===== src/rtl/sec_pkg.sv =====
package sec_pkg;

  localparam int DATA_W = 8;

  function automatic int par_bits_for(int m);
    int k;
    k = 1;
    while (((1 << k) - 1) < (m + k)) k++;
    return k;
  endfunction

  localparam int PAR_W  = par_bits_for(DATA_W);
  localparam int CODE_W = DATA_W + PAR_W;

  typedef logic [DATA_W-1:0] data_t;
  typedef logic [PAR_W-1:0]  par_t;
  typedef logic [CODE_W-1:0] code_t;

  function automatic logic is_pow2(int p);
    return (p > 0) && ((p & (p - 1)) == 0);
  endfunction

  // scatter data bits over non-power-of-two positions, parity slots left zero
  function automatic code_t spread_data(data_t d);
    code_t c;
    int    idx;
    c   = '0;
    idx = 0;
    for (int p = 1; p <= CODE_W; p++) begin
      if (!is_pow2(p)) begin
        c[p-1] = d[idx];
        idx++;
      end
    end
    return c;
  endfunction

  function automatic data_t gather_data(code_t c);
    data_t d;
    int    idx;
    d   = '0;
    idx = 0;
    for (int p = 1; p <= CODE_W; p++) begin
      if (!is_pow2(p)) begin
        d[idx] = c[p-1];
        idx++;
      end
    end
    return d;
  endfunction

  // XOR of the position numbers of all set data bits gives the parity word
  function automatic par_t parity_of(data_t d);
    code_t c;
    par_t  q;
    c = spread_data(d);
    q = '0;
    for (int p = 1; p <= CODE_W; p++) begin
      if (c[p-1]) q = q ^ par_t'(p);
    end
    return q;
  endfunction

endpackage


===== src/rtl/sec_rst_sync.sv =====
module sec_rst_sync (
  input  logic clk,
  input  logic rst_n,
  output logic rst_sync_n
);
  logic [1:0] stage_q;

  always_ff @(posedge clk or negedge rst_n) begin
    if (!rst_n) stage_q <= 2'b00;
    else        stage_q <= {stage_q[0], 1'b1};
  end

  assign rst_sync_n = stage_q[1];
endmodule


===== src/rtl/sec_encoder.sv =====
module sec_encoder
  import sec_pkg::*;
(
  input  data_t d_in,
  output code_t code_out
);
  par_t par;

  assign par = parity_of(d_in);

  always_comb begin
    code_out = spread_data(d_in);
    for (int k = 0; k < PAR_W; k++) begin
      code_out[(1 << k) - 1] = par[k];
    end
  end
endmodule


===== src/rtl/sec_syndrome.sv =====
module sec_syndrome
  import sec_pkg::*;
(
  input  code_t code_in,
  output par_t  syn
);
  par_t stored;

  for (genvar k = 0; k < PAR_W; k++) begin : g_pick
    assign stored[k] = code_in[(1 << k) - 1];
  end

  assign syn = stored ^ parity_of(gather_data(code_in));
endmodule


===== src/rtl/sec_corrector.sv =====
module sec_corrector
  import sec_pkg::*;
(
  input  code_t code_in,
  input  par_t  syn,
  output data_t d_out,
  output logic  data_fix,
  output logic  par_fix,
  output logic  uncorr
);
  code_t fixed;

  always_comb begin
    fixed    = code_in;
    data_fix = 1'b0;
    par_fix  = 1'b0;
    uncorr   = (syn != '0);
    for (int p = 1; p <= CODE_W; p++) begin
      if (syn == par_t'(p)) begin
        uncorr = 1'b0;
        if (is_pow2(p)) begin
          par_fix = 1'b1;
        end else begin
          data_fix   = 1'b1;
          fixed[p-1] = ~code_in[p-1];
        end
      end
    end
    d_out = gather_data(fixed);
  end
endmodule


===== src/rtl/sec12_codec.sv =====
module sec12_codec
  import sec_pkg::*;
(
  input  logic        clk,
  input  logic        rst_n,
  input  logic [7:0]  st_data,
  output logic [11:0] st_code,
  input  logic        ld_valid_in,
  input  logic [11:0] ld_code,
  output logic        ld_valid_out,
  output logic [7:0]  ld_data,
  output logic [3:0]  ld_syndrome,
  output logic        ld_err,
  output logic        ld_par_fix,
  output logic        ld_uncorr
);
  logic  rst_sync_n;
  par_t  syn;
  data_t fix_data;
  logic  fix_d, fix_p, fix_u;

  logic  vld_q, vld_d;
  data_t dat_q, dat_d;
  par_t  syn_q, syn_d;
  logic  err_q, err_d, pfx_q, pfx_d, unc_q, unc_d, dfx_q, dfx_d;

  sec_rst_sync u_rst (.clk(clk), .rst_n(rst_n), .rst_sync_n(rst_sync_n));
  sec_encoder  u_enc (.d_in(st_data), .code_out(st_code));
  sec_syndrome u_syn (.code_in(ld_code), .syn(syn));
  sec_corrector u_fix (
    .code_in(ld_code), .syn(syn), .d_out(fix_data),
    .data_fix(fix_d), .par_fix(fix_p), .uncorr(fix_u)
  );

  // next state: load on valid, hold otherwise
  always_comb begin
    vld_d = ld_valid_in;
    dat_d = dat_q;
    syn_d = syn_q;
    err_d = err_q;
    pfx_d = pfx_q;
    unc_d = unc_q;
    dfx_d = dfx_q;
    if (ld_valid_in) begin
      dat_d = fix_data;
      syn_d = syn;
      err_d = (syn != '0);
      pfx_d = fix_p;
      unc_d = fix_u;
      dfx_d = fix_d;
    end
  end

  always_ff @(posedge clk or negedge rst_sync_n) begin
    if (!rst_sync_n) begin
      vld_q <= 1'b0;
      dat_q <= '0;
      syn_q <= '0;
      err_q <= 1'b0;
      pfx_q <= 1'b0;
      unc_q <= 1'b0;
      dfx_q <= 1'b0;
    end else begin
      vld_q <= vld_d;
      dat_q <= dat_d;
      syn_q <= syn_d;
      err_q <= err_d;
      pfx_q <= pfx_d;
      unc_q <= unc_d;
      dfx_q <= dfx_d;
    end
  end

  assign ld_valid_out = vld_q;
  assign ld_data      = dat_q;
  assign ld_syndrome  = syn_q;
  assign ld_err       = err_q;
  assign ld_par_fix   = pfx_q;
  assign ld_uncorr    = unc_q;

  a_r8_valid_follows: assert property (@(posedge clk) disable iff (!rst_sync_n)
    ld_valid_in |=> ld_valid_out);
  a_r8_valid_drops: assert property (@(posedge clk) disable iff (!rst_sync_n)
    !ld_valid_in |=> !ld_valid_out);
  a_r8_hold_idle: assert property (@(posedge clk) disable iff (!rst_sync_n)
    !ld_valid_in |=> $stable(ld_data) && $stable(ld_syndrome));
  a_r4_clean_passthru: assert property (@(posedge clk) disable iff (!rst_sync_n)
    ld_valid_in ##1 !ld_err |-> ld_data == gather_data($past(ld_code)));
  a_r6_par_keeps_data: assert property (@(posedge clk) disable iff (!rst_sync_n)
    ld_valid_in ##1 ld_par_fix |-> ld_data == gather_data($past(ld_code)));
  a_r7_uncorr_keeps_data: assert property (@(posedge clk) disable iff (!rst_sync_n)
    ld_valid_in ##1 ld_uncorr |-> ld_data == gather_data($past(ld_code)) && ld_err);
  a_r5_one_class: assert property (@(posedge clk) disable iff (!rst_sync_n)
    ld_valid_out |-> $onehot0({dfx_q, ld_par_fix, ld_uncorr}));
  a_r9_reset_quiet: assert property (@(posedge clk)
    !rst_sync_n |=> !ld_valid_out);
endmodule


===== config.mk =====
export PLATFORM = sky130hd
export DESIGN_NAME = sec12_codec
export DESIGN_NICKNAME = d
export VERILOG_FILES = /design/src/rtl/sec_pkg.sv /design/src/rtl/sec_rst_sync.sv /design/src/rtl/sec_encoder.sv /design/src/rtl/sec_syndrome.sv /design/src/rtl/sec_corrector.sv /design/src/rtl/sec12_codec.sv
export SDC_FILE = /design/constraint.sdc
export NUM_CORES = 1
export LEC_CHECK = 0
export BUFFER_PORTS_ARGS = -buffer_cell sky130_fd_sc_hd__buf_2
export CAP_MARGIN = 0
export CORE_AREA = 2 2 52 54
export CTS_BUF_LIST = sky130_fd_sc_hd__clkbuf_4 sky130_fd_sc_hd__clkbuf_8
export DETAILED_ROUTE_END_ITERATION = 6
export DIE_AREA = 0 0 54 56
export GPL_TIMING_DRIVEN = 0
export PLACE_DENSITY = 0.81
export SETUP_SLACK_MARGIN = 0.02
export SYNTH_ARGS = -nofsm -noshare
export SYNTH_HDL_FRONTEND = slang
export SYNTH_SLANG_ARGS = --single-unit

===== constraint.sdc =====
create_clock -name clk -period 1.1 [get_ports clk]
set_clock_uncertainty 0.2 [all_clocks]
set_input_delay 0.11 -clock clk [delete_from_list [all_inputs] [get_ports clk]]
set_output_delay 0.11 -clock clk [all_outputs]
set_load 0.01 [all_outputs]

==> results of run 1 <==
==> cells by family after synthesis <==
family,Yosys count
AND/OR/NAND/NOR,23
multiplexers,2
flip-flops,18
other,1
buffers and inverters,14
AO/OA/AOI/OAI,15
XOR/XNOR,35
==> cells in the mapped netlist (all sizes together) <==
| cell type | number |
|---|---|
| xor2 | 10 |
| nor4b | 3 |
| o41ai | 1 |
| a31oi | 1 |
| buf | 9 |
| o21a | 1 |
| a21oi | 10 |
| conb | 1 |
| xnor3 | 4 |
| dfrtp | 18 |
| nand4 | 1 |
| mux2 | 2 |
| and2 | 1 |
| clkbuf | 3 |
| o21ai | 1 |
| nand3 | 1 |
| a41oi | 1 |
| xor3 | 1 |
| nor4 | 2 |
| inv | 2 |
| nor2 | 12 |
| xnor2 | 20 |
| nand2 | 1 |
| nand4b | 2 |
==> per-stage QoR <==
step	instances	TNS (ps)
after floorplan	108	-6140
after global placement	188	-9930
after detailed placement	188	-10430
after CTS	222	-5760
==> timing repair <==
item,CTS
pin swaps,37
setup endpoints to repair,34
gates resized for setup,55
cloned,3
endpoints found under the hold margin,8
setup buffers,21
hold buffers,6
==> run_results.csv, run 1 <==
group,metric,value,unit
clock_network,clockBufferDepth,2,
clock_network,cts_max_level,1,
clock_network,cts_buffers,3,
outcome,status,"did not finish",
synth,synth_compound_area_share,7.36,%
global_routing,grt_max_degree,17,
die,num_rows,18,
synth,synth-adder-area-share,0,%
synth,synth_top_family_by_area,"XOR/XNOR gates",
sta,worstEndpointGrtRepair,"ld_data[2]$_DFFE_PN0P_/D",
die,die_w,54,um
synth,ys_ff_latch,18,
clock_network,cts-root-buf,"clkbuf_4",
synth,synth_mux_area_share,1.92,%
placement,dpl.hpwl,2.04,mm
synth,ys_warn_count,0,
clock_network,cts.sinks,18,
placement,place_area,0.00156,mm^2
synth,netlist_area,0.00117,mm^2
placement,gp_congestion,0.762,
synth,synth_top_area_share,38.4,%
synth,syn_inst,108,
synth,synthDistinctLibCells,28,
synth,synth_simple_gate_area_share,11.6,%
placement,port_buffers,50,
synth,syn-num-nets,131,
die,die_h,56,um
synth,ys_seq_area_share,38.4,%
synth,synth_xor_area_share,33.3,%
placement,post-place-ws,-859,ps
synth,synth_top_area_cell,"dfrtp_1",
die,start_util,48.2,%
global_routing,antenna_found_initial,0,
sta,worstEndpointType,"register data pin",
outcome,stop_stage,"5_1_grt",
synth,synth_area_leaders,"dfrtp_1 38%, xnor2_1 14%, xor2_1 7.5%",
outcome,stop_error,"[ERROR DPL-0033] detailed placement checks failed during check placement.",
synth,avgSynthCellArea,10.9,um^2
die,io_pins,51,
==> inputs of run 2 (changes only) <==
--- a/config.mk
+++ b/config.mk
@@ -7,13 +7,11 @@
 export LEC_CHECK = 0
 export BUFFER_PORTS_ARGS = -buffer_cell sky130_fd_sc_hd__buf_2
 export CAP_MARGIN = 0
-export CORE_AREA = 2 2 52 54
-export CTS_BUF_LIST = sky130_fd_sc_hd__clkbuf_4 sky130_fd_sc_hd__clkbuf_8
+export CORE_AREA = 2 2 63 65
 export DETAILED_ROUTE_END_ITERATION = 6
-export DIE_AREA = 0 0 54 56
+export DIE_AREA = 0 0 65 67
 export GPL_TIMING_DRIVEN = 0
-export PLACE_DENSITY = 0.81
-export SETUP_SLACK_MARGIN = 0.02
+export PLACE_DENSITY_LB_ADDON = 0.15
 export SYNTH_ARGS = -nofsm -noshare
 export SYNTH_HDL_FRONTEND = slang
 export SYNTH_SLANG_ARGS = --single-unit
==> run 2 against run 1 <==
Compared with the run above:
- the flow now finishes, with violations (negative hold slack, negative setup slack)
- synthesized cell count unchanged
- synthesized area unchanged
==> run_results.csv, run 2 <==
group,metric,value,unit
outcome,status,"complete, but fails checks",
outcome,failed_checks,"negative hold slack, negative setup slack",
worst_setup_path,critical_path_required,1030,ps
detailed_routing,wire_per_inst,13.5,um
pwr,power_density,1430,mW/mm^2
finish,largest_reg_flops,8,
synth,synth_top_area_share,38.4,%
synth,synth_simple_gate_area_share,11.6,%
placement,port_buffers,50,
die,num_rows,22,
synth,synth_area_leaders,"dfrtp_1 38%, xnor2_1 14%, xor2_1 7.5%",
synth,async_reset_ff_share,100,%
finish,final_cell_mix,"37 x buf_2, 26 x buf_4, 18 x dfrtp_1, 12 x nor2_1, 12 x buf_6",
pwr,ir_drop,0.760,mV
sta,fin_tns_setup,-6570,ps
synth,synth_compound_area_share,7.36,%
worst_setup_path,path_buf_inv,2,
finish,areaGrowthSynthToFinish,85.9,%
sta,relSlewSlack,57.3,%
placement,gp_congestion,0.751,
detailed_routing,dr.pass1.iters,4,
flow_run,maxCapViolCount,0,
synth,synth.most_common_cell,"xnor2_1",
sta,min_period_over_period,148,%
synth,synth_mux_area_share,1.92,%
synth,synth-adder-area-share,0,%
global_routing,met2_usage,26.2,%
pwr,cellLeakagePower,1.01,nW
synth,ys_seq_area_share,38.4,%
finish,diodes,0,
clock_network,clkSlewWorstSetupHoldPaths,70,ps
synth,synth_edf_count,0,
synth,ys_warn_count,0,
synth,synth_xor_area_share,33.3,%
global_routing,grt_pass1_wl,4.85,mm
sta,rsz0062_at_grt,"yes",
die,die_w,65,um
detailed_routing,vias_per_cell,4.47,
sta,hold_viol,1,
clock_network,clk_latency,250,ps
clock_network,cts_max_level,1,
finish,fin_nets,215,
worst_setup_path,crit_type,"primary input to register",
finish,final_common_cell,"buf_2",
synth,syn_inst,108,
worst_setup_path,worstSetupStartpointType,"primary input",
finish,fillers,300,
clock_network,cts_tree,"yes",
synth,avgSynthCellArea,10.9,um^2
worst_setup_path,critical_path.top_delay_family,"XOR/XNOR gates",
global_routing,grt_usage,14.9,%
detailed_routing,drtIter0Drc,54,
clock_network,cts-root-buf,"clkbuf_8",
die,io_pins,51,
sta,setup_viol,17,
pwr,switching_share,34.3,%
worst_setup_path,max_stage_delay,580,ps
global_routing,busiest_layer,"met2",
global_routing,use_met1,17.9,%
global_routing,grt-ovfl-total,0,
pwr,intPower,0.00205,W
pwr,power.switching,0.00107,W
sta,min_period,1630,ps
clock_network,clockBufferDepth,2,
die,die_h,67,um
clock_network,cts_buffers,3,
worst_setup_path,cp-end-kind,"register",
pwr,power.share.combinational,55.4,%
sta,fmax,612,MHz
finish,stdcell_area,0.00218,mm^2
detailed_routing,antenna_left,0,
synth,synth_ff_type,"dfrtp_1",
detailed_routing,routed-via-count,1069,
pwr,seqPwrFrac,27.5,%
synth,syn-num-nets,131,
sta,worstMarginPinSlew,641,ps
sta,slew_violations,0,
detailed_routing,drc,0,
placement,place_area,0.00159,mm^2
die,start_util,32.5,%
synth,ys_ff_latch,18,
placement,dpl.hpwl,2.06,mm
detailed_routing,wl,3.22,mm
pwr,p_clk_share,17.2,%
die,coreArea,0.00361,mm^2
synth,synth_top_area_cell,"dfrtp_1",
synth,netlist_area,0.00117,mm^2
finish,drive_gt1_share,62.3,%
worst_setup_path,crit_chain,"buf_8, xnor2_4, xnor3_2, buf_6, nand4b_1, xor2_1, a21oi_1",
worst_setup_path,arrival,1560,ps
global_routing,grt_pass1_vias,1077,
min_path,hold_class,"primary input to register",
synth,synth_top_family_by_area,"XOR/XNOR gates",
sta,setup_ws,-533,ps
global_routing,grt_max_degree,17,
global_routing,use_met3,3.72,%
global_routing,antenna_found_initial,0,
clock_network,cts.sinks,18,
die,dieArea,0.00436,mm^2
sta,hold_slack,-24.6,ps
synth,synthDistinctLibCells,28,
finish,multi_input_area,907,um^2
synth,synth_commonest_cells,"19 x xnor2_1, 18 x dfrtp_1, 12 x nor2_1",
worst_setup_path,cpMaxStageDelayCell,"xnor3_2",
worst_setup_path,worstPathMaxFanout,6,
finish,layout.area.seq,450,um^2
==> run 2: cell counts after synthesis <==
No cell type changed its count.
==> run 2: kinds of logic after synthesis <==
| logic type | Yosys count |
|---|---|
| other | 1 |
| xor gates and xnor gates | 35 |
| DFF | 18 |
| AOI/OAI and AO/OA | 15 |
| buffers and inverters | 14 |
| and+or+nand+nor | 23 |
| muxes | 2 |
==> run 2: power groups by stage <==
stage / clock network (W) / logic, W / registers (W)
floorplan: 0 / 0.000694 / 0.000924
global placement: 0 / 0.00109 / 0.000864
detailed placement: 0 / 0.00110 / 0.000869
CTS: 0.000557 / 0.00159 / 0.000859
global route: 0.000593 / 0.00184 / 0.000868
finish: 0.000535 / 0.00173 / 0.000857
==> run 2: layout make-up <==
class | instances | share of cell area [%]
timing repair buffer | 79 | 28.1
inverter | 2 | 0.344
multi-input combinational | 76 | 41.6
sequential | 18 | 20.7
clock buffer | 4 | 2.53
buffer | 12 | 3.96
tap | 48 | 2.76
==> run 2: final timing paths <==
kind                                            startpoint                          to  slack (ps)  cells past startpoint
worst max-delay path                            ld_code[2]      ld_data[5]$_DFFE_PN0P_        -530                      7
max in group asynchronous                            rst_n  u_rst.stage_q[0]$_DFF_PN0_          70                      3
worst min-delay path                            ld_code[6]      ld_data[3]$_DFFE_PN0P_         -20                      3
worst max register to register      ld_data[7]$_DFFE_PN0P_      ld_data[7]$_DFFE_PN0P_         100                      3
min in group asynchronous       u_rst.stage_q[1]$_DFF_PN0_      ld_data[4]$_DFFE_PN0P_          70                      0
worst min register to register  u_rst.stage_q[1]$_DFF_PN0_      ld_data[4]$_DFFE_PN0P_          70                      0
==> run 2: repair_timing <==
action	CTS	global route
buffers inserted	17	10
hold buffers	4	0
setup endpoints to repair	18	33
cloned	1	0
endpoints found under the hold margin	6	0
gates resized for setup	50	18
pin swaps	25	24
==> run 2: worst register-to-register path, cell delays in order (launching register included) <==
cell	delay [ps]
dfrtp_1	380
buf_4	130
nor2_1	100
a21oi_1	60
==> run 2: metrics by stage <==
step                worst slack [ps]  utilization (%)  std cells  power (W)
global placement                -823             44.0        206    0.00195
detailed placement              -835             44.0        206    0.00197
floorplan                       -542                -        108    0.00162
global route                    -586             60.4        239    0.00330
CTS                             -506             56.7        232    0.00301
finish                          -533             60.4        239    0.00312
==> run 2: routing by layer <==
layer	part of all wire, %	wire (um)	vias to the layer above
li1	-	-	516
met1	41	1310	510
met2	53	1710	39
met3	5.7	185	4
met4	0.62	20	0
met5	0	0	-
Power figures use the tool's default switching activity.
